`config.mk`:
```
export PLATFORM = sky130hd
export DESIGN_NAME = simd_elem_mapper
export DESIGN_NICKNAME = d
export VERILOG_FILES = /design/src/rtl/sem_pkg.sv /design/src/rtl/sem_width_dec.sv /design/src/rtl/sem_count.sv /design/src/rtl/sem_slice.sv /design/src/rtl/sem_seq.sv /design/src/rtl/simd_elem_mapper.sv
export SDC_FILE = /design/constraint.sdc
export NUM_CORES = 1
export LEC_CHECK = 0
export ABC_AREA = 0
export BUFFER_PORTS_ARGS = -buffer_cell sky130_fd_sc_hd__buf_2
export CORE_ASPECT_RATIO = 1.5
export CORE_MARGIN = 4
export CORE_UTILIZATION = 51
export DETAILED_ROUTE_END_ITERATION = 10
export PLACE_DENSITY_LB_ADDON = 0.3
export SYNTH_ARGS = -nofsm -noshare
export SYNTH_HDL_FRONTEND = slang
export SYNTH_HIERARCHICAL = 1
export SYNTH_SLANG_ARGS = --single-unit
```
`constraint.sdc`:
```
create_clock -name clk -period 4.28 [get_ports clk]
set_input_delay 0.856 -clock clk [delete_from_list [all_inputs] [get_ports clk]]
set_output_delay 0.856 -clock clk [all_outputs]
set_load 0.01 [all_outputs]
```
`src/rtl/sem_pkg.sv`:
```
// Package for the SIMD element mapper.
// Holds the width-code encoding shared by the decoder and the bench-visible behaviour.
package sem_pkg;

    // Element width codes; the numeric values are fixed by the requirements.
    typedef enum logic [2:0] {
        WC_FULL = 3'd0,
        WC_B8   = 3'd1,
        WC_B16  = 3'd2,
        WC_B32  = 3'd3,
        WC_B64  = 3'd4,
        WC_B128 = 3'd5,
        WC_RSV6 = 3'd6,
        WC_RSV7 = 3'd7
    } wcode_e;

endpackage

```
`src/rtl/sem_width_dec.sv`:
```
// Width decoder.
// Turns a width code into log2 of the element width and log2 of the lanes per
// register. Flags reserved codes and widths wider than the register.
// Assumes XLEN is a power of two between 8 and 128.
module sem_width_dec #(
    parameter int XLEN = 32
) (
    input  logic [2:0] code,
    output logic [3:0] ew_log2,
    output logic [3:0] epr_log2,
    output logic       bad
);
    localparam int         XL2   = $clog2(XLEN);
    localparam logic [3:0] XL2_V = 4'(XL2);

    logic [3:0] raw_log2;
    logic       rsv;

    // Map the code to a raw element-width exponent and note reserved codes.
    always_comb begin
        raw_log2 = XL2_V;
        rsv      = 1'b0;
        case (sem_pkg::wcode_e'(code))
            sem_pkg::WC_FULL: raw_log2 = XL2_V;
            sem_pkg::WC_B8,
            sem_pkg::WC_B16,
            sem_pkg::WC_B32,
            sem_pkg::WC_B64,
            sem_pkg::WC_B128: raw_log2 = {1'b0, code} + 4'd2;
            default: begin
                raw_log2 = 4'd0;
                rsv      = 1'b1;
            end
        endcase
    end

    // Reject oversize widths and derive the lane-count exponent.
    always_comb begin
        bad      = rsv || (raw_log2 > XL2_V);
        ew_log2  = bad ? 4'd0 : raw_log2;
        epr_log2 = bad ? 4'd0 : (XL2_V - raw_log2);
    end
endmodule

```
`src/rtl/sem_count.sv`:
```
// Element counter arithmetic.
// Computes the packed element total from the register count and the lane
// exponent, and clips it to the active length.
// Assumes CNT_W is wide enough for vl_regs times the largest lane count.
module sem_count #(
    parameter int VL_W  = 4,
    parameter int CNT_W = 6
) (
    input  logic [VL_W-1:0]  vl_regs,
    input  logic [3:0]       epr_log2,
    input  logic [CNT_W-1:0] act_len,
    output logic [CNT_W-1:0] total,
    output logic [CNT_W-1:0] eff
);
    // Packed capacity, then the smaller of capacity and active length.
    always_comb begin
        total = CNT_W'(vl_regs) << epr_log2;
        eff   = (act_len < total) ? act_len : total;
    end
endmodule

```
`src/rtl/sem_slice.sv`:
```
// Element slice locator.
// For one element index, gives the register number, the lowest bit and the
// highest bit of the lane the element occupies. The register number wraps
// modulo 2^REG_W. Assumes lane * width stays below XLEN, as the decoder ensures.
module sem_slice #(
    parameter int XLEN  = 32,
    parameter int REG_W = 5,
    parameter int CNT_W = 6,
    localparam int BIT_W = $clog2(XLEN)
) (
    input  logic [CNT_W-1:0] idx,
    input  logic [REG_W-1:0] base,
    input  logic [3:0]       ew_log2,
    input  logic [3:0]       epr_log2,
    output logic [REG_W-1:0] reg_num,
    output logic [BIT_W-1:0] lo,
    output logic [BIT_W-1:0] hi
);
    localparam int SW = ((CNT_W > REG_W) ? CNT_W : REG_W) + 1;
    localparam int LW = CNT_W + BIT_W + 2;

    logic [CNT_W-1:0] mask;
    logic [CNT_W-1:0] grp;
    logic [CNT_W-1:0] lane;
    logic [SW-1:0]    reg_sum;
    logic [LW-1:0]    lo_w;
    logic [LW-1:0]    hi_w;

    // Split the index into register group and lane within the register.
    always_comb begin
        mask = (CNT_W'(1) << epr_log2) - CNT_W'(1);
        grp  = idx >> epr_log2;
        lane = idx & mask;
    end

    // Register number relative to the base, wrapping in REG_W bits.
    always_comb begin
        reg_sum = SW'(base) + SW'(grp);
        reg_num = reg_sum[REG_W-1:0];
    end

    // Bit slice of the lane.
    always_comb begin
        lo_w = LW'(lane) << ew_log2;
        hi_w = lo_w + (LW'(1) << ew_log2) - LW'(1);
        lo   = lo_w[BIT_W-1:0];
        hi   = hi_w[BIT_W-1:0];
    end
endmodule

```
`src/rtl/sem_seq.sv`:
```
// Element walk sequencer.
// Captures a configuration on start while idle. It then steps the element
// index by one on each accepted handshake until the clipped count is used up.
// A rejected configuration sets the error flag and starts no walk.
module sem_seq #(
    parameter int REG_W = 5,
    parameter int CNT_W = 6
) (
    input  logic             clk,
    input  logic             rst_n,
    input  logic             start,
    input  logic             cfg_bad,
    input  logic [CNT_W-1:0] cfg_total,
    input  logic [CNT_W-1:0] cfg_eff,
    input  logic [3:0]       cfg_ew,
    input  logic [3:0]       cfg_epr,
    input  logic [REG_W-1:0] cfg_base,
    input  logic             ready,
    output logic             valid,
    output logic             last,
    output logic [CNT_W-1:0] idx,
    output logic [CNT_W-1:0] total,
    output logic [3:0]       ew_q,
    output logic [3:0]       epr_q,
    output logic [REG_W-1:0] base_q,
    output logic             busy,
    output logic             err
);
    logic             busy_q;
    logic             err_q;
    logic [CNT_W-1:0] idx_q;
    logic [CNT_W-1:0] eff_q;
    logic [CNT_W-1:0] total_q;
    logic             take;
    logic             fin;

    // Handshake and end-of-walk detection.
    always_comb begin
        take = busy_q && ready;
        fin  = (idx_q == (eff_q - CNT_W'(1)));
    end

    // Capture the configuration, or step the walk.
    always_ff @(posedge clk) begin
        if (!rst_n) begin
            busy_q  <= 1'b0;
            err_q   <= 1'b0;
            idx_q   <= '0;
            eff_q   <= '0;
            total_q <= '0;
            ew_q    <= '0;
            epr_q   <= '0;
            base_q  <= '0;
        end else if (!busy_q) begin
            if (start) begin
                err_q   <= cfg_bad;
                total_q <= cfg_bad ? '0 : cfg_total;
                eff_q   <= cfg_bad ? '0 : cfg_eff;
                busy_q  <= !cfg_bad && (cfg_eff != '0);
                idx_q   <= '0;
                ew_q    <= cfg_ew;
                epr_q   <= cfg_epr;
                base_q  <= cfg_base;
            end
        end else if (take) begin
            if (fin) begin
                busy_q <= 1'b0;
            end else begin
                idx_q <= idx_q + CNT_W'(1);
            end
        end
    end

    // Drive the status outputs from state.
    always_comb begin
        valid = busy_q;
        last  = busy_q && fin;
        idx   = idx_q;
        total = total_q;
        busy  = busy_q;
        err   = err_q;
    end
endmodule

```
`src/rtl/simd_elem_mapper.sv`:
```
// SIMD element register mapper, top level.
// Decodes the width code and sizes the walk from the live inputs. The
// sequencer captures the result on an accepted start. The captured index is
// then mapped to register and bit slice for the output stream. Outputs depend
// on registered state only, never combinationally on out_ready.
module simd_elem_mapper #(
    parameter int XLEN  = 32,
    parameter int REG_W = 5,
    parameter int VL_W  = 4,
    localparam int CNT_W = VL_W + $clog2(XLEN / 8),
    localparam int BIT_W = $clog2(XLEN)
) (
    input  logic             clk,
    input  logic             rst_n,
    input  logic             start,
    input  logic [2:0]       width_code,
    input  logic [REG_W-1:0] base_reg,
    input  logic [VL_W-1:0]  vl_regs,
    input  logic [CNT_W-1:0] act_len,
    output logic             out_valid,
    input  logic             out_ready,
    output logic [REG_W-1:0] out_reg,
    output logic [BIT_W-1:0] out_lo,
    output logic [BIT_W-1:0] out_hi,
    output logic [CNT_W-1:0] out_idx,
    output logic             out_last,
    output logic [CNT_W-1:0] elem_total,
    output logic             busy,
    output logic             err
);
    logic [3:0]       d_ew;
    logic [3:0]       d_epr;
    logic             d_bad;
    logic [CNT_W-1:0] c_total;
    logic [CNT_W-1:0] c_eff;
    logic [3:0]       s_ew;
    logic [3:0]       s_epr;
    logic [REG_W-1:0] s_base;

    sem_width_dec #(.XLEN(XLEN)) u_dec (
        .code     (width_code),
        .ew_log2  (d_ew),
        .epr_log2 (d_epr),
        .bad      (d_bad)
    );

    sem_count #(.VL_W(VL_W), .CNT_W(CNT_W)) u_cnt (
        .vl_regs  (vl_regs),
        .epr_log2 (d_epr),
        .act_len  (act_len),
        .total    (c_total),
        .eff      (c_eff)
    );

    sem_seq #(.REG_W(REG_W), .CNT_W(CNT_W)) u_seq (
        .clk       (clk),
        .rst_n     (rst_n),
        .start     (start),
        .cfg_bad   (d_bad),
        .cfg_total (c_total),
        .cfg_eff   (c_eff),
        .cfg_ew    (d_ew),
        .cfg_epr   (d_epr),
        .cfg_base  (base_reg),
        .ready     (out_ready),
        .valid     (out_valid),
        .last      (out_last),
        .idx       (out_idx),
        .total     (elem_total),
        .ew_q      (s_ew),
        .epr_q     (s_epr),
        .base_q    (s_base),
        .busy      (busy),
        .err       (err)
    );

    sem_slice #(.XLEN(XLEN), .REG_W(REG_W), .CNT_W(CNT_W)) u_slice (
        .idx      (out_idx),
        .base     (s_base),
        .ew_log2  (s_ew),
        .epr_log2 (s_epr),
        .reg_num  (out_reg),
        .lo       (out_lo),
        .hi       (out_hi)
    );
endmodule

```
=== Yosys cells after proc, flatten, opt, wreduce, memory -nomap -nowiden ===
Index checks and enable logic that the tools add are counted.

* Flip-flop bits (word level): 33
* Input port bits: 22
* Output and inout port bits: 31

* Bitwise logic cells: 2
* Eq/ne operators: 8
* Shift-type cells: 5
* Order comparisons: 2
* Add/sub/neg operators: 8
* Multiplexer cells: 15
* Reduce and logical (&&, ||, !) cells: 12

{| class="wikitable"
|+ Operator list
! kind !! number
|-
| two-way mux 6 bit || 7
|-
| adder 5 bit || 2
|-
| two-way mux 4 bit || 2
|-
| case mux 4 bit (2 select lines) || 1
|-
| adder 6 x 1 -> 6 bit (second input constant) || 1
|-
| AND 6 bit || 1
|-
| equality test 3 x 2 -> 1 bit (second input constant) || 2
|-
| equality test 3 bit (second input constant) || 2
|-
| equality test 6 bit || 1
|-
| less-than comparator 6 bit || 1
|-
| nonzero test 6 bit || 1
|-
| OR reduction 6 bit || 1
|-
| left shift 1 x 4 -> 6 bit (first input constant) || 1
|-
| left shift 4 x 4 -> 6 bit || 1
|-
| left shift 6 x 4 -> 5 bit || 1
|-
| >> shifter 6 x 4 -> 5 bit || 1
|-
| subtractor 6 x 1 -> 6 bit (second input constant) || 1
|-
| subtractor 6 x 2 -> 6 bit (second input constant) || 1
|-
| two-way mux 1 bit || 5
|-
| OR reduction 5 bit || 1
|-
| left shift 1 x 4 -> 5 bit (first input constant) || 1
|-
| subtractor 5 x 1 -> 5 bit (second input constant) || 1
|-
| adder 3 x 2 -> 4 bit (second input constant) || 1
|-
| greater-than comparator 4 x 3 -> 1 bit (second input constant) || 1
|-
| other kinds (11) || 14
|}

=== Depth between registers and ports, before layout ===
Gate-level depths: netlist of run 1.

* Word-level depth: 13
* Mapped depth: 17

=== Modules after synthesis ===
Netlist of run 1, hierarchy kept.

{| class="wikitable"
|+ Modules (own cells, without submodules)
! module !! cells each !! sequential area each (um2) !! instances !! area each (um2)
|-
| sem_seq || 157 || 660.6 || 1 || 1428.9
|-
| sem_slice || 107 || 0.0 || 1 || 794.5
|-
| sem_count || 43 || 0.0 || 1 || 400.4
|-
| sem_width_dec || 22 || 0.0 || 1 || 145.1
|}

=== Worst setup path before layout of run 1 ===
Ideal clock, no wire load.

* Kind: input-to-reg
* From: input width_code[1]
* To: register u_seq.busy_q (netlist: u_seq/busy)
* Path slack: -0.094 ns
* Data required time: 4.156 ns
* Data arrival time: 4.250 ns
* Stages: 15
* Setup time: 0.124 ns
* Cells stage by stage: inv_1 ha_1 or3_1 a21oi_2 mux2_2 o31ai_1 inv_1 ha_1 a41o_1 a21oi_1 o31a_4 mux2_4 nor4_1 a211o_1 a21boi_0

* Cells in the longest elaborated chain, start to end: 13
* Elaborated cells on any way between the ends: 23
* Those cells by class: add/sub (2); order compare (2); eq/ne (5); shift (1); mux (6); reduce/logical (7)

{| class="wikitable"
|+ Ends and longest elaborated chain
! element !! line !! text
|-
| from (decl) || simd_elem_mapper.sv:16 || <nowiki>input logic [2:0] width_code,</nowiki>
|-
| equality test 3 x 1 -> 1 bit, or another cell as far along || sem_width_dec.sv:23 || <nowiki>case (sem_pkg::wcode_e'(code))</nowiki>
|-
| OR reduction 5 bit || sem_width_dec.sv:23 ||
|-
| case mux 4 bit (2 select lines) || sem_width_dec.sv:23 ||
|-
| greater-than comparator 4 x 3 -> 1 bit || sem_width_dec.sv:39 || <nowiki>bad = rsv || (raw_log2 > XL2_V);</nowiki>
|-
| logical OR 1 bit || sem_width_dec.sv:39 ||
|-
| two-way mux 4 bit * || sem_width_dec.sv:41 || <nowiki>epr_log2 = bad ? 4'd0 : (XL2_V - raw_log2);</nowiki>
|-
| net d_epr[2] || simd_elem_mapper.sv:32 || <nowiki>logic [3:0] d_epr;</nowiki>
|-
| left shift 4 x 4 -> 6 bit * || sem_count.sv:17 || <nowiki>total = CNT_W'(vl_regs) << epr_log2;</nowiki>
|-
| net c_total[4] || simd_elem_mapper.sv:34 || <nowiki>logic [CNT_W-1:0] c_total;</nowiki>
|-
| less-than comparator 6 bit || sem_count.sv:18 || <nowiki>eff = (act_len < total) ? act_len : total;</nowiki>
|-
| two-way mux 6 bit * || sem_count.sv:18 ||
|-
| net c_eff[4] || simd_elem_mapper.sv:35 || <nowiki>logic [CNT_W-1:0] c_eff;</nowiki>
|-
| nonzero test 6 bit * || sem_seq.sv:59 || <nowiki>busy_q <= !cfg_bad && (cfg_eff != '0);</nowiki>
|-
| logical AND 1 bit * || sem_seq.sv:59 ||
|-
| two-way mux 1 bit * || sem_seq.sv:55 || <nowiki>if (start) begin</nowiki>
|-
| two-way mux 1 bit * || sem_seq.sv:54 || <nowiki>end else if (!busy_q) begin</nowiki>
|-
| to (signal assigned) || sem_seq.sv:59 ||
|-
| to (decl) || sem_seq.sv:29 || <nowiki>logic busy_q;</nowiki>
|}

The timed path passes the listed nets; every way through them passes the cells marked *.
A chain may end at the register's enable or synchronous reset.

=== Worst setup path after layout of run 1 ===
* From: register u_seq.epr_q[3]
* To: output out_hi[4]

* Cells in the longest elaborated chain, start to end: 6

{| class="wikitable"
|+ Ends and longest elaborated chain
! element !! line !! text
|-
| from (decl) || sem_seq.sv:24 || <nowiki>output logic [3:0] epr_q,</nowiki>
|-
| from (signal assigned) || sem_seq.sv:62 || <nowiki>epr_q <= cfg_epr;</nowiki>
|-
| left shift 1 x 4 -> 6 bit || sem_slice.sv:31 || <nowiki>mask = (CNT_W'(1) << epr_log2) - CNT_W'(1);</nowiki>
|-
| subtractor 6 x 2 -> 6 bit || sem_slice.sv:31 ||
|-
| AND 6 bit || sem_slice.sv:33 || <nowiki>lane = idx & mask;</nowiki>
|-
| left shift 6 x 4 -> 5 bit || sem_slice.sv:44 || <nowiki>lo_w = LW'(lane) << ew_log2;</nowiki>
|-
| adder 5 bit || sem_slice.sv:45 || <nowiki>hi_w = lo_w + (LW'(1) << ew_log2) - LW'(1);</nowiki>
|-
| subtractor 5 x 1 -> 5 bit || sem_slice.sv:45 ||
|-
| to (decl) || simd_elem_mapper.sv:24 || <nowiki>output logic [BIT_W-1:0] out_hi,</nowiki>
|}

Every way passes these cells.

==> results of run 1 <==
==> power groups by stage <==
stage | combinational [mW] | sequential (mW) | clock (mW)
finish | 0.344 | 0.341 | 0.231
global placement | 0.307 | 0.347 | 0
detailed placement | 0.317 | 0.347 | 0
floorplan | 0.227 | 0.344 | 0
global route | 0.381 | 0.343 | 0.246
CTS | 0.327 | 0.341 | 0.235
==> final cells by class <==
type	instances	area [um^2]	area share [%]
Clock buffer	5	68.8	2.02
Inverter	28	105	3.09
Timing Repair Buffer	77	452	13.3
Multi-Input combinational cell	251	2010	59.0
Tap cell	68	85.1	2.50
Sequential cell	33	668	19.6
Clock inverter	3	17.5	0.514
==> metrics by stage <==
step	hold slack, ns	util [%]	power [mW]
floorplan	0.440	-	0.570
detailed placement	0.455	60.7	0.665
global placement	0.454	60.7	0.654
global route	0.478	65.4	0.971
CTS	0.465	63.2	0.902
finish	0.461	65.4	0.916
==> cells in the final DEF (no fill, tap or decap), types with 2 or more instances in the layout <==
master / count
sky130_fd_sc_hd__buf_4: 24
sky130_fd_sc_hd__or3_4: 2
sky130_fd_sc_hd__dfxtp_1: 29
sky130_fd_sc_hd__a211oi_1: 3
sky130_fd_sc_hd__nand2_1: 45
sky130_fd_sc_hd__a21o_1: 4
sky130_fd_sc_hd__a21boi_0: 15
sky130_fd_sc_hd__o2111ai_1: 2
sky130_fd_sc_hd__mux2_2: 2
sky130_fd_sc_hd__a21oi_1: 7
sky130_fd_sc_hd__o21ai_0: 10
sky130_fd_sc_hd__a22o_1: 10
sky130_fd_sc_hd__nor4_2: 3
sky130_fd_sc_hd__fa_1: 2
sky130_fd_sc_hd__a31oi_1: 4
sky130_fd_sc_hd__o211ai_1: 2
sky130_fd_sc_hd__dfxtp_2: 3
sky130_fd_sc_hd__mux2_4: 6
sky130_fd_sc_hd__or4_4: 3
sky130_fd_sc_hd__clkinv_2: 2
sky130_fd_sc_hd__or2_2: 2
sky130_fd_sc_hd__buf_2: 52
sky130_fd_sc_hd__nor3_2: 2
sky130_fd_sc_hd__xor2_1: 5
sky130_fd_sc_hd__ha_4: 2
sky130_fd_sc_hd__or3_1: 2
sky130_fd_sc_hd__inv_1: 27
sky130_fd_sc_hd__clkbuf_8: 5
sky130_fd_sc_hd__ha_1: 19
sky130_fd_sc_hd__nor4_1: 3
sky130_fd_sc_hd__nand2b_1: 4
sky130_fd_sc_hd__mux2i_1: 5
sky130_fd_sc_hd__xnor2_1: 11
sky130_fd_sc_hd__nand3_1: 10
sky130_fd_sc_hd__and3_1: 2
sky130_fd_sc_hd__nor2b_1: 6
sky130_fd_sc_hd__nor2_1: 20
==> kinds of logic (layout without fill, tap and decap cells) <==
family,Yosys count,count (layout),share of synthesized area (%)
compound gates,74,74,20.3
xor+xnor,17,17,5.38
fa+ha+maj,25,25,11.8
buf+inv,45,113,7.68
flops,33,33,23.9
mux,16,16,7.46
other cells,1,1,0.135
simple gates,118,118,23.4
==> metal layers <==
layer	track usage [%]	share of wire, %	vias to the layer above
met5	0	0	-
met4	9.34	2.8	0
met3	2.76	3.6	18
met2	37.2	53	70
met1	22.3	40	1203
li1	-	-	1288
==> critical path, cell delays in order, from the launching register on <==
cell and delay, ns:
sky130_fd_sc_hd__dfxtp_4 0.35, sky130_fd_sc_hd__or4_4 0.55, sky130_fd_sc_hd__ha_4 0.19, sky130_fd_sc_hd__xor2_2 0.16, sky130_fd_sc_hd__nand2_1 0.09, sky130_fd_sc_hd__o211ai_1 0.22
sky130_fd_sc_hd__nand3_1 0.11, sky130_fd_sc_hd__ha_1 0.34, sky130_fd_sc_hd__inv_2 0.09, sky130_fd_sc_hd__ha_4 0.19, sky130_fd_sc_hd__a21o_1 0.16, sky130_fd_sc_hd__a21oi_2 0.17
sky130_fd_sc_hd__xnor2_1 0.15, sky130_fd_sc_hd__xnor2_1 0.13, sky130_fd_sc_hd__buf_2 0.15
==> sequential cells by signal (all words and copies together) (netlist names) <==
register	flops
u_seq/eff_q	6
u_seq/idx	6
u_seq/total	6
u_seq/base_q	5
u_seq/epr_q	4
u_seq/ew_q	4
u_seq/busy	1
u_seq/err	1
==> worst paths after layout <==
kind / start / to / slack (ns)
worst min-delay path: u_seq/err / u_seq/err / 0.46
worst max register to register: u_seq/eff_q[0] / u_seq/idx[5] / 2.14
worst max-delay path: u_seq/epr_q[3] / out_hi[4] / 0.07
worst min register to register: u_seq/err / u_seq/err / 0.46
==> repair_timing <==
item	CTS	global route
pin swaps	5	15
resized for setup	8	15
setup buffers	1	5
setup endpoints to repair	3	3
==> run summary, run 1 <==
Power and ir drop
• **leakage power of the design** 1.53 nW
• **switching power** 0.314 mW
• **share of total power consumed by net switching** 34.2%
• **share of total power in the clock network** 25.2%
• **sequential group share of total power** 37.2%
• **Power Density** 269 nW/um^2
• **Internal Pwr Total** 0.602 mW
• **VDD IR max** 219 uV
• **combinational share of power** 37.6%

STA
• **Total Negative Setup Slacks** 0 ns
• **post-route fraction of the period consumed by the critical path** 98.4%
• **final-report max-slew violation count** 0
• **final worst path period need** 4.21 ns
• **final setup vio count** 0
• **fmax** 0.237 GHz
• **unrepaired setup endpoints after global routing** true
• **slew at the pin closest to its max-slew limit** 0.940 ns
• **Final Hold Fails** 0
• **Worst Setup Slack, final** 0.0672 ns
• **worst relative slew slack** 37.2%
• **final clock skew** 0.00478 ns

Detailed routing
• **Post-DRT Antenna Nets** 0
• **number of design-rule violations left by the first detailed-router iteration** 46
• **Total Routed Length** 6580 um
• **number of detailed-routing iterations run before antenna repair** 4
• **vias per cell** 5.55
• **routed via count** 2579
• **remaining design rule violation count** 0
• **post-detailed-route wirelength per cell** 14.2 um

Cells and area
• **Finished Layout Cells** 465
• **Fillers** 484
• **post-layout net count** 442
• **layout cells sized above 1** 33.0%
• **growth of design area from synthesis to finish** 23.0%
• **Ant. Diodes** 0
• **post-route design area** 3410 um^2

Critical path
• **length in cells of the worst reg-to-reg path** 7
• **Crit Path Category** register to output port
• **startpoint class of the critical path** register
• **data required time of the critical path** 3.42 ns
• **Data arrival, critical path** 3.36 ns
• **largest fanout of any net on the critical path** 4
• **kind of end point of the critical path** output port

Clock network
• **TritonCTS Buffers** 5
• **Clock Sink Count** 33
• **number of hold buffers added after cts** 0
• **clock latency reported for the late side of the worst-skew pair** 0.29 ns
• **TritonCTS clock tree** done
• **library cell used as clock root buffer** sky130_fd_sc_hd__clkbuf_8
• **Max clock buf depth** 2
• **H-tree depth** 2
• **clock transition time at the flip-flop clock pins of the worst setup and hold paths** 0.07 ns

Synthesis
• **most used standard cell by instance count after synthesis** sky130_fd_sc_hd__nand2_1
• **post-synth cell types** 68
• **total of flip-flops plus latches after synthesis** 33
• **Synth Cell Area** 2770 um^2
• **portion of synthesized cell area occupied by the leading cell type** 23.9%
• **share of synthesized area occupied by flip-flops and latches** 23.9%
• **count of flip-flops with a built-in enable after synthesis** 0
• **number of synthesis warnings** 6
• **post-synthesis async set-or-reset flop share** 0%
• **syn_nets** 375
• **main flop type after synthesis** sky130_fd_sc_hd__dfxtp_1
• **count of mapped cells out of synthesis** 329
• **top cells by area in the synthesized netlist** sky130_fd_sc_hd__dfxtp_1 24%, sky130_fd_sc_hd__ha_1 9.9%, sky130_fd_sc_hd__nand2_1 6.1%
• **synth cell count leaders** 45 x sky130_fd_sc_hd__nand2_1, 33 x sky130_fd_sc_hd__dfxtp_1, 28 x sky130_fd_sc_hd__inv_1
• **synthesized area divided by synthesized cell count** 8.42 um^2
• **cell taking the most area after synthesis** sky130_fd_sc_hd__dfxtp_1

Global route
• **largest net degree at the start of global routing** 21
• **vias in the first global route** 2528
• **Remaining Overflow, GRT** 0
• **initial antenna violation count** 0
• **wire length of the first global-routing pass** 10900 um
• **overall routing resource usage** 20.5%

Place
• **pre-CTS worst setup slack** -0.159 ns
• **cell area reported after detailed placement** 3160 um^2
• **placed cells** 451
• **Post-DP HPWL** 5060 um
• **final weighted congestion of routability-driven global placement** 0.841
• **number of port buffers** 52

Die
• **vertical die dimension** 98.2 um
• **Floorplan Core Area** 5200 um^2
• **DIE AREA** 6700 um^2
• **I/O pin cnt** 53
• **effective utilization at floorplan** 53.2%
• **DIE WIDTH** 68.2 um
• **count of standard-cell rows** 32

Run status
• **run status** completed

Worst hold path
• **class of the worst hold path** register to register
• **number of cells on the worst hold path** 2

Job
• **count of max-cap constraint violations** 0

(Power assumes the default switching activity.)
==> run 2, diff against run 1 <==
- CAP_MARGIN: unset -> 20
- SETUP_SLACK_MARGIN: unset -> 0.5
- SLEW_MARGIN: unset -> 20
==> run 2 against run 1 <==
  * Cell count did not move
  * Sequential power barely moved
  * Sequential share of layout area fell by 0.47 points
  * Routed wire length rose by 3.4%
  * Critical path type unchanged
  * Critical endpoint unchanged
==> run summary, run 2 (same netlist as run 1, synthesis figures left out) <==
Run status
• **run status** completed

Power and ir drop
• **VDD IR max** 192 uV, -12%
• **Power Density** 269 nW/um^2, about the same
• **leakage power of the design** 1.56 nW, +2.2%
• **post-layout power** 0.938 mW, +2.4%

Critical path
• **ordered cell list for the critical path** or4_4 > ha_4 > nor3b_2 > a31oi_1 > nor4_2 > inv_1 > ha_1 > inv_1 > ha_2 > a21o_1 > a21oi_2 > xnor2_1 > xnor2_1 > buf_2
• **Data arrival, critical path** 3.22 ns, -0.14 ns
• **largest fanout of any net on the critical path** 4, unchanged
• **startpoint class of the critical path** register
• **Worst Path Buf+Inv** 3, +1
• **kind of end point of the critical path** output port
• **category of cells accounting for the largest share of critical-path delay** simple AND/OR/NAND/NOR gates
• **Worst path slowest cell** sky130_fd_sc_hd__or4_4
• **Crit Path Category** register to output port
• **critical path's largest stage delay** 0.55 ns, about the same
• **data required time of the critical path** 3.42 ns, about the same

Global route
• **grt peak-use layer** met2
• **routing usage on met1** 22.3%, -0.063 points
• **Remaining Overflow, GRT** 0, unchanged
• **GR Util met2** 38.4%, +1.2 points
• **met3 GRT Util** 2.65%, -0.12 points
• **initial antenna violation count** 0, unchanged
• **overall routing resource usage** 20.9%, +0.46 points
• **wire length of the first global-routing pass** 11100 um, +1.5%
• **vias in the first global route** 2576, +1.9%
• **largest net degree at the start of global routing** 21, unchanged

Die
• **count of standard-cell rows** 32, unchanged
• **Floorplan Core Area** 5200 um^2, unchanged
• **vertical die dimension** 98.2 um, unchanged
• **effective utilization at floorplan** 53.2%, unchanged
• **DIE AREA** 6700 um^2, unchanged
• **DIE WIDTH** 68.2 um, unchanged
• **I/O pin cnt** 53, unchanged

Clock network
• **H-tree depth** 2, unchanged
• **number of hold buffers added after cts** 0, unchanged
• **TritonCTS Buffers** 5, unchanged
• **library cell used as clock root buffer** sky130_fd_sc_hd__clkbuf_8
• **Max clock buf depth** 2, unchanged
• **clock transition time at the flip-flop clock pins of the worst setup and hold paths** 0.07 ns, about the same
• **Clock Sink Count** 33, unchanged
• **TritonCTS clock tree** done
• **clock latency reported for the late side of the worst-skew pair** 0.29 ns, about the same

Cells and area
• **Ant. Diodes** 0, unchanged
• **growth of design area from synthesis to finish** 26.0%
• **post-layout net count** 442, unchanged
• **Fillers** 423, -13%
• **layout cells sized above 1** 36.5%, +3.5 points
• **most common cell after layout, fill and taps aside** sky130_fd_sc_hd__buf_2
• **highest-count cells in the layout ignoring fill and taps** 50 x sky130_fd_sc_hd__buf_2, 45 x sky130_fd_sc_hd__nand2_1, 29 x sky130_fd_sc_hd__dfxtp_1

STA
• **final-report max-slew violation count** 0, unchanged
• **Final Hold Fails** 0, unchanged
• **slew at the pin closest to its max-slew limit** 0.845 ns, -0.0951 ns
• **worst relative slew slack** 43.6%, +6.5 points
• **final setup vio count** 0, unchanged
• **Total Negative Setup Slacks** 0 ns, unchanged
• **fmax** 0.245 GHz, +3.4%
• **final clock skew** 0.00203 ns, -0.00276 ns
• **final worst path period need** 4.08 ns, -0.137 ns
• **post-route fraction of the period consumed by the critical path** 95.2%, -3.2 points
• **unrepaired setup endpoints after global routing** true

Detailed routing
• **number of design-rule violations left by the first detailed-router iteration** 136, +200%
• **routed via count** 2622, +1.7%
• **Total Routed Length** 6810 um, +3.4%
• **number of detailed-routing iterations run before antenna repair** 4, unchanged
• **Post-DRT Antenna Nets** 0, unchanged
• **remaining design rule violation count** 0, unchanged
• **post-detailed-route wirelength per cell** 14.6 um, +3.4%
• **vias per cell** 5.64, +1.7%

Job
• **count of max-cap constraint violations** 0, unchanged

Place
• **Post-DP HPWL** 5110 um, +1.0%
• **final weighted congestion of routability-driven global placement** 0.843, +0.31%
• **number of port buffers** 52, unchanged

Worst hold path
• **class of the worst hold path** register to register

run 2: report_power, final:
part | switching, mW | internal, mW | total, mW
Combinational | 0.185 | 0.181 | 0.366
Sequential | 0.0178 | 0.322 | 0.340
Clock | 0.119 | 0.112 | 0.231
run 2: worst reg2reg max path, delay by kind of cell (launching register included):
family / cells / cell delay (ns)
compound gates: 4 / 0.85
fa+ha+maj: 1 / 0.24
buf+inv: 1 / 0.07
flops: 1 / 0.37
simple gates: 2 / 0.54
run 2: layout make-up:
class	count	area [um^2]	share of cell area, %
Clock inverter	3	17.5	0.502
Tap cell	68	85.1	2.44
Inverter	28	110	3.16
Multi-Input combinational cell	251	2080	59.6
Clock buffer	5	68.8	1.97
Sequential cell	33	668	19.1
Timing Repair Buffer	77	460	13.2
run 2: through the flow:
step | hold slack (ns) | utilization [%] | setup WS, ns | area [um^2] | cells
after floorplan | 0.440 | - | 0.307 | 2920 | 329
after global placement | 0.462 | 62.3 | 0.0993 | 3240 | 446
after detailed placement | 0.460 | 62.3 | 0.0384 | 3240 | 446
after CTS | 0.474 | 65.9 | 0.174 | 3430 | 462
after global routing | 0.498 | 67.0 | 0.0479 | 3490 | 465
final | 0.472 | 67.0 | 0.205 | 3490 | 465
run 2: metal layers:
| metal | routed length, um | vias to the layer above | part of all wire (%) |
|---|---|---|---|
| met5 | 0 | - | 0 |
| met4 | 192 | 0 | 2.8 |
| met3 | 304 | 14 | 4.5 |
| met2 | 3600 | 76 | 53 |
| met1 | 2720 | 1248 | 40 |
| li1 | - | 1284 | - |
run 2: final timing paths:
| kind | cells after the start | slack (ns) | to | from |
|---|---|---|---|---|
| setup / recovery | 14 | 0.20 | out_hi[4] | u_seq/epr_q[0] |
| hold / removal | 2 | 0.47 | u_seq/base_q[2] | u_seq/base_q[2] |
| setup reg to reg | 8 | 2.17 | u_seq/idx[3] | u_seq/eff_q[0] |
| hold reg to reg | 2 | 0.47 | u_seq/base_q[2] | u_seq/base_q[2] |
run 2: what timing repair did:
action | in CTS | in global routing
endpoints found under the setup margin | 5 | 5
pin swaps | 14 | 6
resized for setup | 11 | 6
gates cloned | 0 | 0
setup buffers | 8 | 3
